`config.mk`:
```
export PLATFORM = sky130hd
export DESIGN_NAME = cmd_router
export DESIGN_NICKNAME = d
export VERILOG_FILES = /design/src/rtl/cmd_router_pkg.sv /design/src/rtl/cmd_router_table.sv /design/src/rtl/cmd_router_devmux.sv /design/src/rtl/cmd_router_ctrl.sv /design/src/rtl/cmd_router.sv
export SDC_FILE = /design/constraint.sdc
export NUM_CORES = 1
export LEC_CHECK = 0
export ABC_AREA = 1
export BUFFER_PORTS_ARGS = -buffer_cell sky130_fd_sc_hd__clkbuf_2
export CAP_MARGIN = 20
export CORE_MARGIN = 4
export CORE_UTILIZATION = 42
export DETAILED_ROUTE_END_ITERATION = 12
export GPL_TIMING_DRIVEN = 0
export PLACE_DENSITY = 0.77
export SYNTH_ARGS = -nofsm -noshare
export SYNTH_HDL_FRONTEND = slang
export SYNTH_SLANG_ARGS = --single-unit
export TNS_END_PERCENT = 1
```
`constraint.sdc`:
```
create_clock -name clk -period 6.25 [get_ports clk]
set_input_delay 0.9375 -clock clk [delete_from_list [all_inputs] [get_ports clk]]
set_output_delay 0.9375 -clock clk [all_outputs]
set_load 0.01 [all_outputs]
```
`src/rtl/cmd_router_pkg.sv`:
```
package cmd_router_pkg;

  localparam int HANDLE_W = 12;
  localparam int CMD_W    = 3;
  localparam int SEL_W    = HANDLE_W + CMD_W;

  localparam logic [HANDLE_W-1:0] H_TRAP     = 12'd0;
  localparam logic [HANDLE_W-1:0] H_RET_ZERO = 12'd1;
  localparam logic [HANDLE_W-1:0] H_RET_ONES = 12'd2;

  typedef enum logic [1:0] {
    CAUSE_NONE     = 2'b00,
    CAUSE_UNMAPPED = 2'b01,
    CAUSE_CFGERR   = 2'b10
  } cause_e;

  typedef enum logic [1:0] {
    ST_IDLE = 2'b00,
    ST_WAIT = 2'b01,
    ST_FIN  = 2'b10
  } state_e;

endpackage

```
`src/rtl/cmd_router_table.sv`:
```
module cmd_router_table
  import cmd_router_pkg::*;
#(
  parameter int NUM_ENT = 8,
  parameter int DEV_W   = 2,
  parameter int IDX_W   = 3
) (
  input  logic                clk,
  input  logic                rst_n,
  input  logic                wr_en,
  input  logic [IDX_W-1:0]    wr_idx,
  input  logic                wr_valid,
  input  logic [HANDLE_W-1:0] wr_handle,
  input  logic [DEV_W-1:0]    wr_dev,
  input  logic [HANDLE_W-1:0] wr_sub,
  input  logic [HANDLE_W-1:0] lk_handle,
  output logic                lk_hit,
  output logic [DEV_W-1:0]    lk_dev,
  output logic [HANDLE_W-1:0] lk_sub
);

  logic [NUM_ENT-1:0]  ent_vld_q;
  logic [HANDLE_W-1:0] ent_handle_q [NUM_ENT];
  logic [DEV_W-1:0]    ent_dev_q    [NUM_ENT];
  logic [HANDLE_W-1:0] ent_sub_q    [NUM_ENT];
  logic [NUM_ENT-1:0]  ent_match;

  for (genvar e = 0; e < NUM_ENT; e++) begin : g_ent
    logic ent_wr;
    assign ent_wr = wr_en && (wr_idx == IDX_W'(e));

    always_ff @(posedge clk or negedge rst_n) begin
      if (!rst_n) begin
        ent_vld_q[e] <= 1'b0;
      end else if (ent_wr) begin
        ent_vld_q[e] <= wr_valid;
      end
    end

    always_ff @(posedge clk) begin
      if (ent_wr) begin
        ent_handle_q[e] <= wr_handle;
        ent_dev_q[e]    <= wr_dev;
        ent_sub_q[e]    <= wr_sub;
      end
    end

    assign ent_match[e] = ent_vld_q[e] && (ent_handle_q[e] == lk_handle);
  end

  // Walk from the top down so the lowest matching index is the last to win.
  always_comb begin
    lk_hit = 1'b0;
    lk_dev = '0;
    lk_sub = '0;
    for (int e = NUM_ENT - 1; e >= 0; e--) begin
      if (ent_match[e]) begin
        lk_hit = 1'b1;
        lk_dev = ent_dev_q[e];
        lk_sub = ent_sub_q[e];
      end
    end
  end

endmodule

```
`src/rtl/cmd_router_devmux.sv`:
```
module cmd_router_devmux #(
  parameter int NUM_DEV = 4,
  parameter int DEV_W   = 2,
  parameter int XLEN    = 32
) (
  input  logic [DEV_W-1:0]        dev_idx,
  input  logic [NUM_DEV-1:0]      dev_ack,
  input  logic [NUM_DEV-1:0]      dev_err,
  input  logic [NUM_DEV*XLEN-1:0] dev_rdata,
  output logic                    rsp_ack,
  output logic                    rsp_err,
  output logic [XLEN-1:0]         rsp_data
);

  logic [XLEN-1:0] data_arr [NUM_DEV];

  for (genvar d = 0; d < NUM_DEV; d++) begin : g_unpack
    assign data_arr[d] = dev_rdata[d*XLEN +: XLEN];
  end

  assign rsp_ack  = dev_ack[dev_idx];
  assign rsp_err  = dev_err[dev_idx];
  assign rsp_data = data_arr[dev_idx];

endmodule

```
`src/rtl/cmd_router_ctrl.sv`:
```
module cmd_router_ctrl
  import cmd_router_pkg::*;
#(
  parameter int NUM_DEV = 4,
  parameter int DEV_W   = 2,
  parameter int XLEN    = 32
) (
  input  logic                clk,
  input  logic                rst_n,
  input  logic                cmd_valid,
  input  logic [CMD_W-1:0]    cmd_k,
  input  logic [XLEN-1:0]     cmd_op_a,
  input  logic [XLEN-1:0]     cmd_op_b,
  input  logic                lk_hit,
  input  logic [DEV_W-1:0]    lk_dev,
  input  logic [HANDLE_W-1:0] lk_sub,
  input  logic                rsp_ack,
  input  logic                rsp_err,
  input  logic [XLEN-1:0]     rsp_data,
  output logic                busy,
  output logic                done,
  output logic                trap,
  output logic [1:0]          trap_cause,
  output logic [XLEN-1:0]     result,
  output logic [DEV_W-1:0]    dev_idx,
  output logic [NUM_DEV-1:0]  dev_req,
  output logic [SEL_W-1:0]    dev_sel,
  output logic [XLEN-1:0]     dev_op_a,
  output logic [XLEN-1:0]     dev_op_b
);

  state_e              state_q, state_d;
  logic                done_q, done_d;
  logic                trap_q, trap_d;
  cause_e              cause_q, cause_d;
  logic [DEV_W-1:0]    dev_q, dev_d;
  logic [SEL_W-1:0]    sel_q, sel_d;
  logic [XLEN-1:0]     a_q, b_q;
  logic [XLEN-1:0]     res_q, res_d;
  logic                load_cmd, load_res;
  logic [HANDLE_W-1:0] handle;

  assign handle = cmd_op_a[HANDLE_W-1:0];

  always_comb begin
    state_d  = state_q;
    done_d   = 1'b0;
    trap_d   = 1'b0;
    cause_d  = CAUSE_NONE;
    dev_d    = dev_q;
    sel_d    = sel_q;
    res_d    = res_q;
    load_cmd = 1'b0;
    load_res = 1'b0;
    unique case (state_q)
      ST_IDLE: begin
        if (cmd_valid) begin
          load_cmd = 1'b1;
          state_d  = ST_FIN;
          if (handle == H_RET_ZERO) begin
            done_d   = 1'b1;
            load_res = 1'b1;
            res_d    = '0;
          end else if (handle == H_RET_ONES) begin
            done_d   = 1'b1;
            load_res = 1'b1;
            res_d    = '1;
          end else if (handle != H_TRAP && lk_hit) begin
            state_d = ST_WAIT;
            dev_d   = lk_dev;
            sel_d   = {cmd_k, lk_sub};
          end else begin
            trap_d  = 1'b1;
            cause_d = CAUSE_UNMAPPED;
          end
        end
      end
      ST_WAIT: begin
        if (rsp_ack) begin
          state_d = ST_FIN;
          if (rsp_err) begin
            trap_d  = 1'b1;
            cause_d = CAUSE_CFGERR;
          end else begin
            done_d   = 1'b1;
            load_res = 1'b1;
            res_d    = rsp_data;
          end
        end
      end
      ST_FIN:  state_d = ST_IDLE;
      default: state_d = ST_IDLE;
    endcase
  end

  always_ff @(posedge clk or negedge rst_n) begin
    if (!rst_n) begin
      state_q <= ST_IDLE;
      done_q  <= 1'b0;
      trap_q  <= 1'b0;
      cause_q <= CAUSE_NONE;
    end else begin
      state_q <= state_d;
      done_q  <= done_d;
      trap_q  <= trap_d;
      cause_q <= cause_d;
    end
  end

  always_ff @(posedge clk) begin
    if (load_cmd) begin
      dev_q <= dev_d;
      sel_q <= sel_d;
      a_q   <= cmd_op_a;
      b_q   <= cmd_op_b;
    end
    if (load_res) begin
      res_q <= res_d;
    end
  end

  for (genvar d = 0; d < NUM_DEV; d++) begin : g_req
    assign dev_req[d] = (state_q == ST_WAIT) && (dev_q == DEV_W'(d));
  end

  assign busy       = (state_q != ST_IDLE);
  assign done       = done_q;
  assign trap       = trap_q;
  assign trap_cause = cause_q;
  assign result     = res_q;
  assign dev_idx    = dev_q;
  assign dev_sel    = sel_q;
  assign dev_op_a   = a_q;
  assign dev_op_b   = b_q;

endmodule

```
`src/rtl/cmd_router.sv`:
```
module cmd_router
  import cmd_router_pkg::*;
#(
  parameter int NUM_DEV = 4,
  parameter int NUM_ENT = 8,
  parameter int XLEN    = 32,
  localparam int DEV_W  = (NUM_DEV > 1) ? $clog2(NUM_DEV) : 1,
  localparam int IDX_W  = (NUM_ENT > 1) ? $clog2(NUM_ENT) : 1
) (
  input  logic                    clk,
  input  logic                    rst_n,
  input  logic                    cmd_valid,
  input  logic [2:0]              cmd_k,
  input  logic [XLEN-1:0]         cmd_op_a,
  input  logic [XLEN-1:0]         cmd_op_b,
  output logic                    busy,
  output logic                    done,
  output logic [XLEN-1:0]         result,
  output logic                    trap,
  output logic [1:0]              trap_cause,
  input  logic                    cfg_we,
  input  logic [IDX_W-1:0]        cfg_idx,
  input  logic                    cfg_valid,
  input  logic [11:0]             cfg_handle,
  input  logic [DEV_W-1:0]        cfg_dev,
  input  logic [11:0]             cfg_sub,
  output logic [NUM_DEV-1:0]      dev_req,
  output logic [14:0]             dev_sel,
  output logic [XLEN-1:0]         dev_op_a,
  output logic [XLEN-1:0]         dev_op_b,
  input  logic [NUM_DEV-1:0]      dev_ack,
  input  logic [NUM_DEV-1:0]      dev_err,
  input  logic [NUM_DEV*XLEN-1:0] dev_rdata
);

  logic                lk_hit;
  logic [DEV_W-1:0]    lk_dev;
  logic [HANDLE_W-1:0] lk_sub;
  logic [DEV_W-1:0]    dev_idx;
  logic                rsp_ack, rsp_err;
  logic [XLEN-1:0]     rsp_data;

  cmd_router_table #(
    .NUM_ENT(NUM_ENT), .DEV_W(DEV_W), .IDX_W(IDX_W)
  ) u_table (
    .clk       (clk),
    .rst_n     (rst_n),
    .wr_en     (cfg_we),
    .wr_idx    (cfg_idx),
    .wr_valid  (cfg_valid),
    .wr_handle (cfg_handle),
    .wr_dev    (cfg_dev),
    .wr_sub    (cfg_sub),
    .lk_handle (cmd_op_a[HANDLE_W-1:0]),
    .lk_hit    (lk_hit),
    .lk_dev    (lk_dev),
    .lk_sub    (lk_sub)
  );

  cmd_router_devmux #(
    .NUM_DEV(NUM_DEV), .DEV_W(DEV_W), .XLEN(XLEN)
  ) u_mux (
    .dev_idx   (dev_idx),
    .dev_ack   (dev_ack),
    .dev_err   (dev_err),
    .dev_rdata (dev_rdata),
    .rsp_ack   (rsp_ack),
    .rsp_err   (rsp_err),
    .rsp_data  (rsp_data)
  );

  cmd_router_ctrl #(
    .NUM_DEV(NUM_DEV), .DEV_W(DEV_W), .XLEN(XLEN)
  ) u_ctrl (
    .clk        (clk),
    .rst_n      (rst_n),
    .cmd_valid  (cmd_valid),
    .cmd_k      (cmd_k),
    .cmd_op_a   (cmd_op_a),
    .cmd_op_b   (cmd_op_b),
    .lk_hit     (lk_hit),
    .lk_dev     (lk_dev),
    .lk_sub     (lk_sub),
    .rsp_ack    (rsp_ack),
    .rsp_err    (rsp_err),
    .rsp_data   (rsp_data),
    .busy       (busy),
    .done       (done),
    .trap       (trap),
    .trap_cause (trap_cause),
    .result     (result),
    .dev_idx    (dev_idx),
    .dev_req    (dev_req),
    .dev_sel    (dev_sel),
    .dev_op_a   (dev_op_a),
    .dev_op_b   (dev_op_b)
  );

endmodule

```
== Word level (Yosys, flattened, before mapping) ==
Memory sizes are Yosys's and may differ from the RTL's.
Cells that the tools add are included.
Cells by class
  multiplexer cells: 144
  divide/modulo/power cells: 0
  bitwise logic cells: 3
  reduce and logical (&&, ||, !) cells: 51
  shift operators: 0
  order comparisons: 2
  $mul: 0
  $add $sub $neg: 0
  equality and inequality tests: 25
Operators by type and width (number)
  $mux 12: 22
  $mux 32: 7
  $reduce_or 12->1: 14
  $eq 12x12->1: 8
  $bmux 32 s2: 1
  $pmux 32 s2: 1
  $mux 3: 21
  $mux 1: 61
  $mux 2: 25
  $logic_and 1x1->1: 21
  $reduce_or 2->1: 7
  $eq 12x1->1 const B: 1
  $eq 12x2->1 const B: 1
  $eq 3x3->1 const B: 4
  $reduce_and 6->1: 2
  $reduce_bool 12->1: 1
  $pmux 2 s2: 2
  $eq 3x2->1 const B: 2
  $ne 2x2->1 const B: 3
  $bmux 1 s2: 2
  $eq 2x1->1 const B: 2
  $eq 2x2->1 const B: 2
  $logic_not 2->1: 2
  $pmux 1 s2: 2
  other kinds (9): 11
Storage, ports and cells
  bits of input ports: 237
  bits in writable memories: 208
  flip-flop bits (word level): 127
  output and inout port bits: 120
  logic and storage cells: 245
  bits in latches: 0
  memories: 3
  ROM bits: 0
Memory list
  u_table.ent_handle_q: words 8, bits a word 12, read ports 8, clocked after Yosys merged registers in 0, wr ports 1, line cmd_router_table.sv:23  | logic [HANDLE_W-1:0] ent_handle_q [NUM_ENT];
  u_table.ent_sub_q: words 8, bits a word 12, read ports 8, clocked after Yosys merged registers in 0, wr ports 1, line cmd_router_table.sv:25  | logic [HANDLE_W-1:0] ent_sub_q [NUM_ENT];
  u_table.ent_dev_q: words 8, bits a word 2, read ports 8, clocked after Yosys merged registers in 0, wr ports 1, line cmd_router_table.sv:24  | logic [DEV_W-1:0] ent_dev_q [NUM_ENT];

== Depth between registers and ports, before layout ==
Gate-level depths: netlist of the first run.
An unclocked memory read counts as a cell.
  depth in word-level cells: 17
  gate-level depth with buffers: 19
  gate-level depth less buffers: 17

== Hierarchy ==
From an unflattened synthesis of the first run, not the netlist that was laid out.
Second synthesis, totals
  cell total of the unflattened synthesis: 1515
  area total of the unflattened synthesis: 15339.7 um2
Modules (own cells, without submodules)
  cmd_router_table: cells each 872, sequential area each 6446.2 um2, area each 9491.6 um2, times used 1
  cmd_router_ctrl: cells each 245, sequential area each 3543.4 um2, area each 4211.5 um2, times used 1
  cmd_router_devmux: cells each 398, sequential area each 0.0 um2, area each 1636.6 um2, times used 1

== Least setup slack after synthesis of the first run ==
OpenSTA, ideal clock, no wires.
  path type: input -> register
  start: in cmd_valid
  end: reg u_ctrl.res_q[0], in the netlist u_ctrl.result[0] (enable)
  required time: 5.860 ns
  setup time: 0.390 ns
  arrival time: 4.849 ns
  buffers on the path: 0
  setup slack: 1.012 ns
  cell stages on the path: 4
  cells stage by stage: inv_1 -> nor2_1 -> nand3_1 -> nand2_1
Between the ends
  cells in the longest elaborated chain, start to end: 3
  elaborated cells on any way between the ends: 4
  classes of those cells: 1 x eq/ne; 2 x mux; 1 x reduce/logical
Ends and longest elaborated chain
  start: declaration: line cmd_router.sv:12  | input logic cmd_valid,
  $mux 1: line cmd_router_ctrl.sv:57  | if (cmd_valid) begin
  $pmux 1 s2: line cmd_router_ctrl.sv:55  | unique case (state_q)
  $reduce_and 6->1 (no source line) (*)
  end signal: assignment: line cmd_router_ctrl.sv:118  | res_q <= res_d;
  end: declaration: line cmd_router_ctrl.sv:39  | logic [XLEN-1:0] res_q, res_d;
Mark *: on every way between the ends. The rest lies on a longest branch, timed or not.
A chain may end at the register's enable or synchronous reset.

== Worst setup path after layout of the first run ==
  start: in cmd_op_a[11]
  end: reg u_ctrl.sel_q[3], in the netlist u_ctrl.dev_sel[3] (enable)
Between the ends
  cells in the longest elaborated chain, start to end: 12
  elaborated cells on any way between the ends: 31
  classes of those cells: 10 x eq/ne; 8 x mux; 2 x bitwise; 11 x reduce/logical
Ends and longest elaborated chain
  start: declaration: line cmd_router.sv:14  | input logic [XLEN-1:0] cmd_op_a,
  $eq 12x12->1: line cmd_router_table.sv:48  | assign ent_match[e] = ent_vld_q[e] && (ent_handle_q[e] == lk_handle);
  $logic_and 1x1->1: line cmd_router_table.sv:48
  $mux 1 (8 in series): line cmd_router_table.sv:57  | if (ent_match[e]) begin
  $logic_and 1x1->1: line cmd_router_ctrl.sv:68  | end else if (handle != H_TRAP && lk_hit) begin
  $reduce_and 6->1 (no source line) (*)
  end signal: assignment: line cmd_router_ctrl.sv:113  | sel_q <= sel_d;
  end: declaration: line cmd_router_ctrl.sv:37  | logic [SEL_W-1:0] sel_q, sel_d;
Marks and branches as above.

==> results of run 1 <==
==> path summary, 6_finish.rpt <==
kind                                                  startpoint                                to  cells past startpoint
max                                                 cmd_op_a[11]       u_ctrl.dev_sel[3]$_DFFE_PP_                     12
min                                                        rst_n  u_table.ent_vld_q[3]$_DFFE_PN0P_                      1
max reg2reg                u_table.ent_handle_q[0][27]$_DFFE_PP_       u_ctrl.dev_sel[3]$_DFFE_PP_                      9
min reg2reg                    u_table.ent_dev_q[0][1]$_DFFE_PP_       u_ctrl.dev_idx[1]$_DFFE_PP_                      2
max in group asynchronous                                  rst_n     u_ctrl.state_q[1]$_DFFE_PN0P_                      1
min in group clk               u_table.ent_dev_q[0][1]$_DFFE_PP_       u_ctrl.dev_idx[1]$_DFFE_PP_                      2
==> layer usage <==
| layer | vias to the layer above | wire length, um | global-route usage [%] |
|---|---|---|---|
| li1 | 5244 | - | - |
| met1 | 5275 | 15100 | 25.4 |
| met2 | 530 | 21800 | 39.2 |
| met3 | 87 | 3440 | 4.73 |
| met4 | 0 | 1380 | 7.11 |
| met5 | - | 0 | 0 |
==> cell families after synthesis <==
| logic type | share of synthesized area [%] |
|---|---|
| xor+xnor | 1.70 |
| compound gates | 3.34 |
| buf+inv | 5.72 |
| simple gates | 19.9 |
| flops | 69.3 |
==> cells in the final DEF (no fill, tap or decap), drive strengths merged <==
cell | Yosys | final
nand2 | 499 | 499
clkbuf | 17 | 414
edfxtp | 321 | 321
inv | 140 | 145
nor2 | 82 | 82
nand3 | 68 | 68
o21ai | 44 | 44
nand4 | 37 | 37
buf | 32 | 35
xnor2 | 22 | 22
dfrtp | 14 | 14
clkinv | 2 | 14
a21oi | 12 | 12
o22ai | 9 | 9
xor2 | 6 | 6
or2 | 5 | 5
o2111ai | 4 | 4
nor3 | 4 | 4
diode | 0 | 3
nor4 | 3 | 3
o211ai | 3 | 3
a22o | 2 | 2
clkinvlp | 0 | 2
o31ai | 1 | 1
a22oi | 1 | 1
a221oi | 1 | 1
and3 | 1 | 1
o221ai | 1 | 1
nand3b | 1 | 1
bufinv | 0 | 1
==> final cells by class <==
class | instances | area share, %
antenna | 3 | 0.0419
inverter | 142 | 2.97
tap | 448 | 3.13
clock inverter | 20 | 0.775
multi-input combinational | 806 | 20.4
timing repair buffer | 359 | 10.3
clock buffer | 41 | 5.01
sequential | 335 | 55.7
buffer | 49 | 1.63
==> state kept, by name, indices dropped and copies added, names as in the netlist, 2 cells and up <==
register / flops
u_ctrl.dev_sel: 15
u_table.ent_sub_q: 96
u_ctrl.dev_op_a: 32
u_ctrl.trap_cause: 2
u_ctrl.dev_idx: 2
u_ctrl.dev_op_b: 32
u_table.ent_dev_q: 16
u_ctrl.state_q: 2
u_ctrl.result: 32
u_table.ent_handle_q: 96
u_table.ent_vld_q: 8
==> per-stage QoR <==
step | hold WS [ns] | TNS [ns] | util (%) | worst slack [ns]
6_report | 0.326 | 0 | 53.2 | 2.81
5_1_grt | 0.341 | 0 | 53.2 | 2.52
4_1_cts | 0.330 | 0 | 53.2 | 2.75
3_5_place_dp | 0.505 | 0 | 50.1 | 2.24
3_3_place_gp | 0.503 | -14.97 | 49.7 | -0.471
2_1_floorplan | 0.494 | 0 | - | 1.01
==> power by group through the flow <==
stage	Clock, W	Sequential (W)	Combinational [W]
detailed placement	0	0.00262	0.000306
finish	0.00191	0.00257	0.000306
CTS	0.00195	0.00257	0.000308
global route	0.00205	0.00258	0.000335
global placement	0	0.00262	0.000290
floorplan	0	0.00263	0.000116
==> impl_metrics.py, run 1 <==
metrics = {
    "run_status": {
        "status": "completed",
    },
    "die": {
        "core_area_um2": 33700,
        "die_h_um": 193,
        "dieWidth_um": 193,
        "io_pins": 357,
        "start_util_pct": 42.8,
        "rows": 67,
        "die-area_um2": 37300,
    },
    "clocking": {
        "post_cts_resized": 0,
        "postCtsSetupRepairBufs": 0,
        "clock_path_buffers": 3,
        "cts_tree": "built",
        "cts_sinks": 335,
        "ctsHtreeMaxLevel": 2,
        "clock-root-buffer": "clkbuf_16",
        "numCtsBuffers": 35,
        "clkLatencyLatePin_ns": 0.52,
        "cts.clk_slew.worst_paths_ns": 0.06,
        "cts_hold_buf": 0,
    },
    "setup_path": {
        "crit_slowest_cell": "nor2_2",
        "critPathMostFrequentCell": "nand2_1",
        "cp.required_ns": 6.39,
        "r2r_slack_ns": 3.17,
        "crit_buf_inv": 3,
        "endpoint_kind": "flip-flop",
        "startpoint_type": "primary input",
        "worstSetupPathType": "in2reg",
        "cp_cell_sequence": "clkbuf_2 -> buf_4 -> inv_2 -> or2_2 -> o211ai_1 -> nor2_1 -> nand2_2 -> nand2_1 -> nor2_1 -> nand2_1 -> nand2_1 -> nor2_2",
        "crit_fanout": 17,
        "critPathTopFamily": "simple AND/OR/NAND/NOR gates",
        "cp_data_arrival_time_ns": 3.58,
        "critPathMaxStageDelay_ns": 0.73,
    },
    "pwr": {
        "power.internal_w": 0.00374,
        "p_leak_nw": 7.47,
        "peakVddDrop_mv": 0.192,
        "seq_power_share_pct": 53.7,
        "switching_share_pct": 21.9,
        "powerDensity_nw_per_um2": 267,
        "power_w": 0.00479,
        "clockPowerShare_pct": 39.9,
        "switching_power_w": 0.00105,
        "power_frac_comb_pct": 6.4,
    },
    "yosys": {
        "synth_edf_count": 321,
        "ys_seq_elements": 335,
        "yosysTopAreaCellShare_pct": 66.9,
        "synth_seq_area_share_pct": 69.3,
        "postSynthCellCount": 1332,
        "synth_nets": 1569,
        "async_reset_ff_share_pct": 4.18,
        "synth_commonest_cells": "nand2_1, edfxtp_1, inv_1, nor2_1, nand3_1",
        "ys.flop_type": "edfxtp_1",
        "postSynthAreaPerCell_um2": 10.8,
        "synth_area_leaders": "edfxtp_1, nand2_1, inv_1",
        "yosysMostFrequentCell": "nand2_1",
        "syn_area_um2": 14400,
        "synth_area_leader_cell": "edfxtp_1",
        "yosys_warnings": 0,
        "ys_types": 37,
    },
    "grt": {
        "antenna_found_initial": 3,
        "grt_use_total_pct": 21.6,
        "grt_pass1_wl_mm": 63.5,
        "gr-total-overflow": 0,
        "grt_max_degree": 39,
        "grt_pass1_vias": 11027,
    },
    "place": {
        "routabilityCongestion": 0.964,
        "placed_area_um2": 16900,
        "io_buffers": 356,
        "dpl.cell_count": 2139,
        "hpwl_mm": 31.6,
    },
    "finish": {
        "fillers": 2865,
        "syn2layout_area_growth_pct": 24.4,
        "drive_above_1_share_pct": 27.7,
        "regArea_um2": 9990,
        "final-instance-count-excl-fill": 2203,
        "final_cell_area_um2": 17900,
        "multi_input_area_um2": 3660,
        "fin_nets": 1965,
    },
    "route": {
        "first_iter_violations": 1026,
        "drc_errors": 0,
        "wl_per_cell_um": 19.0,
        "via_count": 11136,
        "dr.pass1.iters": 6,
        "ant_nets": 0,
        "routed_wl_mm": 41.8,
        "via_per_inst": 5.05,
    },
    "min_path": {
        "min_path_type": "in2async",
    },
    "sta": {
        "slew_violations": 0,
        "setup_violations": 0,
        "fmax_ghz": 0.291,
        "worst_pin_slew_ns": 0.976,
        "skew_ns": 0.0139,
        "timing.slew.headroom_pct": 34.8,
        "hold_viol_final": 0,
        "fin_crit_sh_pct": 55.0,
        "rsz0062_at_grt": "no",
        "period_minus_slack_ns": 3.44,
    },
    "job": {
        "max_cap_viol_count": 0,
    },
}
(Power assumes the default switching activity.)
==> run 2: changes to the inputs <==
--- a/config.mk
+++ b/config.mk
@@ -12,7 +12,7 @@
 export CORE_UTILIZATION = 42
 export DETAILED_ROUTE_END_ITERATION = 12
 export GPL_TIMING_DRIVEN = 0
-export PLACE_DENSITY = 0.77
+export PLACE_DENSITY = 0.8
 export SYNTH_ARGS = -nofsm -noshare
 export SYNTH_HDL_FRONTEND = slang
 export SYNTH_SLANG_ARGS = --single-unit
==> constraint.sdc (replaced) <==
create_clock -name clk -period 3 [get_ports clk]
set_input_delay 0.45 -clock clk [delete_from_list [all_inputs] [get_ports clk]]
set_output_delay 0.45 -clock clk [all_outputs]
set_load 0.01 [all_outputs]
==> run 2 against run 1 <==
  * Non-clock buffer count grew 1
  * Register-to-register slack lost 2.9 ns
  * Critical endpoint is now u_ctrl.result[13]$_DFFE_PP_
  * Critical path type is now reg2reg
  * First-iteration DRC count shrank 1.9%
  * Worst hold slack lost 0.22 ns
  * Largest power group unchanged
  * Clock-buffer cell count shrank 1
  * Critical path depth shrank 4
  * Final cell count is the same
  * Via count grew 0.26%
  * Highest routed layer is now met5
  * Clock skew grew 0.0064 ns
  * Flip-flop and latch count is the same
==> impl_metrics.py, run 2 (synthesis results as in run 1) <==
metrics = {
    "finish": {
        "drive_above_1_share_pct": 28.1,
        "final_common_cell": "nand2_1",
        "fin_nets": 1966,
        "final-instance-count-excl-fill": 2203,
        "reg_top3": "u_table.ent_handle_q x96, u_table.ent_sub_q x96",
        "multi_input_area_um2": 3670,
        "syn2layout_area_growth_pct": 24.3,
        "regArea_um2": 9990,
        "fillers": 2832,
        "final_cell_mix": "nand2_1, clkbuf_2, edfxtp_1",
        "fin_util_pct": 53.2,
    },
    "sta": {
        "rsz0062_at_grt": "no",
        "worst_pin_slew_ns": 0.997,
        "fin_crit_sh_pct": 92.0,
        "timing.slew.headroom_pct": 33.4,
        "skew_ns": 0.0203,
        "setup_violations": 0,
        "setup_slack_ns": 0.241,
        "period_minus_slack_ns": 2.76,
        "slew_violations": 0,
        "fmax_ghz": 0.362,
        "tns_ns": 0,
        "hold_viol_final": 0,
    },
    "route": {
        "drc_errors": 0,
        "first_iter_violations": 1007,
        "via_per_inst": 5.07,
        "routed_wl_mm": 41.7,
        "dr.pass1.iters": 6,
        "via_count": 11165,
        "wl_per_cell_um": 18.9,
        "ant_nets": 0,
    },
    "grt": {
        "grt_use_total_pct": 21.6,
        "grt_max_degree": 40,
        "grt_pass1_wl_mm": 64.0,
        "grt_pass1_vias": 11505,
        "gr-total-overflow": 0,
        "antenna_found_initial": 3,
    },
    "run_status": {
        "status": "completed",
    },
    "setup_path": {
        "crit_fanout": 22,
        "critPathTopFamily": "compound AO/OA/AOI/OAI gates",
        "worstSetupPathType": "reg2reg",
        "r2r-start": "u_ctrl.dev_idx[1]$_DFFE_PP_",
        "rr_worst_depth": 8,
        "crit_slowest_cell": "a221oi_1",
        "critPathMaxStageDelay_ns": 0.50,
        "endpoint_kind": "flip-flop",
        "critical_path.startpoint": "u_ctrl.dev_idx[1]$_DFFE_PP_",
        "crit_cells": 8,
        "startpoint_type": "flip-flop",
        "cp.required_ns": 3.22,
        "cp_cell_sequence": "clkbuf_1 -> nand2_1 -> clkinv_1 -> a22o_1 -> a221oi_1 -> nand3_1 -> nand2_2 -> buf_16",
        "cp_data_arrival_time_ns": 2.98,
        "r2r_end": "u_ctrl.result[13]$_DFFE_PP_",
        "r2r_slack_ns": 0.24,
        "crit_buf_inv": 3,
        "endpoint": "u_ctrl.result[13]$_DFFE_PP_",
    },
    "clocking": {
        "clock-root-buffer": "clkbuf_16",
        "cts_tree": "built",
        "clock_path_buffers": 3,
        "cts.clk_slew.worst_paths_ns": 0.06,
        "clkLatencyLatePin_ns": 0.52,
        "numCtsBuffers": 35,
        "ctsHtreeMaxLevel": 2,
        "cts_sinks": 335,
    },
    "die": {
        "dieWidth_um": 193,
        "start_util_pct": 42.8,
        "io_pins": 357,
        "die_h_um": 193,
        "core_area_um2": 33700,
        "die-area_um2": 37300,
        "rows": 67,
    },
    "pwr": {
        "peakVddDrop_mv": 0.314,
        "powerDensity_nw_per_um2": 552,
        "power_w": 0.00990,
        "p_leak_nw": 7.48,
    },
    "min_path": {
        "min_path_type": "in2reg",
    },
    "place": {
        "hpwl_mm": 31.5,
        "routabilityCongestion": 0.957,
        "io_buffers": 356,
        "dp_slack_ns": -0.484,
        "dpl.cell_count": 2139,
    },
    "job": {
        "max_cap_viol_count": 0,
    },
}
==> run 2: area by class of cell <==
type                       count  share of cell area, %
tap                          448                   3.13
sequential                   335                   55.7
clock inverter                21                  0.677
timing repair buffer         360                   10.3
antenna                        2                 0.0279
multi-input combinational    806                   20.5
inverter                     142                   2.97
buffer                        49                   1.63
clock buffer                  40                   4.99
==> run 2: what timing repair did <==
action	in CTS	in global routing
resized for setup	1	1
hold buffers	1	0
cloned	0	0
endpoints found under the hold margin	14	0
buffers inserted	0	0
setup endpoints to repair	17	22
==> run 2: power breakdown <==
| group | leakage [nW] | internal [W] | switching, W |
|---|---|---|---|
| registers | 3.06 | 0.00531 | 0.0000578 |
| logic | 3.91 | 0.000251 | 0.000399 |
| clock network | 0.509 | 0.00216 | 0.00173 |
==> run 2: how the worst min path moves through the flow <==
stage               depth (start not counted)                                to      from
floorplan                                   0             u_ctrl.done$_DFF_PN0_     rst_n
global placement                            1  u_table.ent_vld_q[5]$_DFFE_PN0P_     rst_n
detailed placement                          1  u_table.ent_vld_q[5]$_DFFE_PN0P_     rst_n
CTS                                         1      u_ctrl.dev_sel[13]$_DFFE_PP_  cmd_k[1]
global route                                1      u_ctrl.dev_sel[14]$_DFFE_PP_  cmd_k[2]
finish                                      1      u_ctrl.dev_sel[13]$_DFFE_PP_  cmd_k[1]
==> run 2: per-layer routing <==
metal  up-vias  routed length [um]  track usage, %
met2       557               21600            39.5
met1      5262               15000            24.7
met5         -                  11               0
met3       107                3370            4.84
met4         2                1680            8.13
li1       5237                   -               -
==> run 2: per-stage QoR <==
stage,hold WS [ns],area (um^2)
3_5_place_dp,0.394,16900
2_1_floorplan,0.154,14400
3_3_place_gp,0.388,16800
5_1_grt,0.0854,17900
4_1_cts,0.0825,17900
6_report,0.105,17900
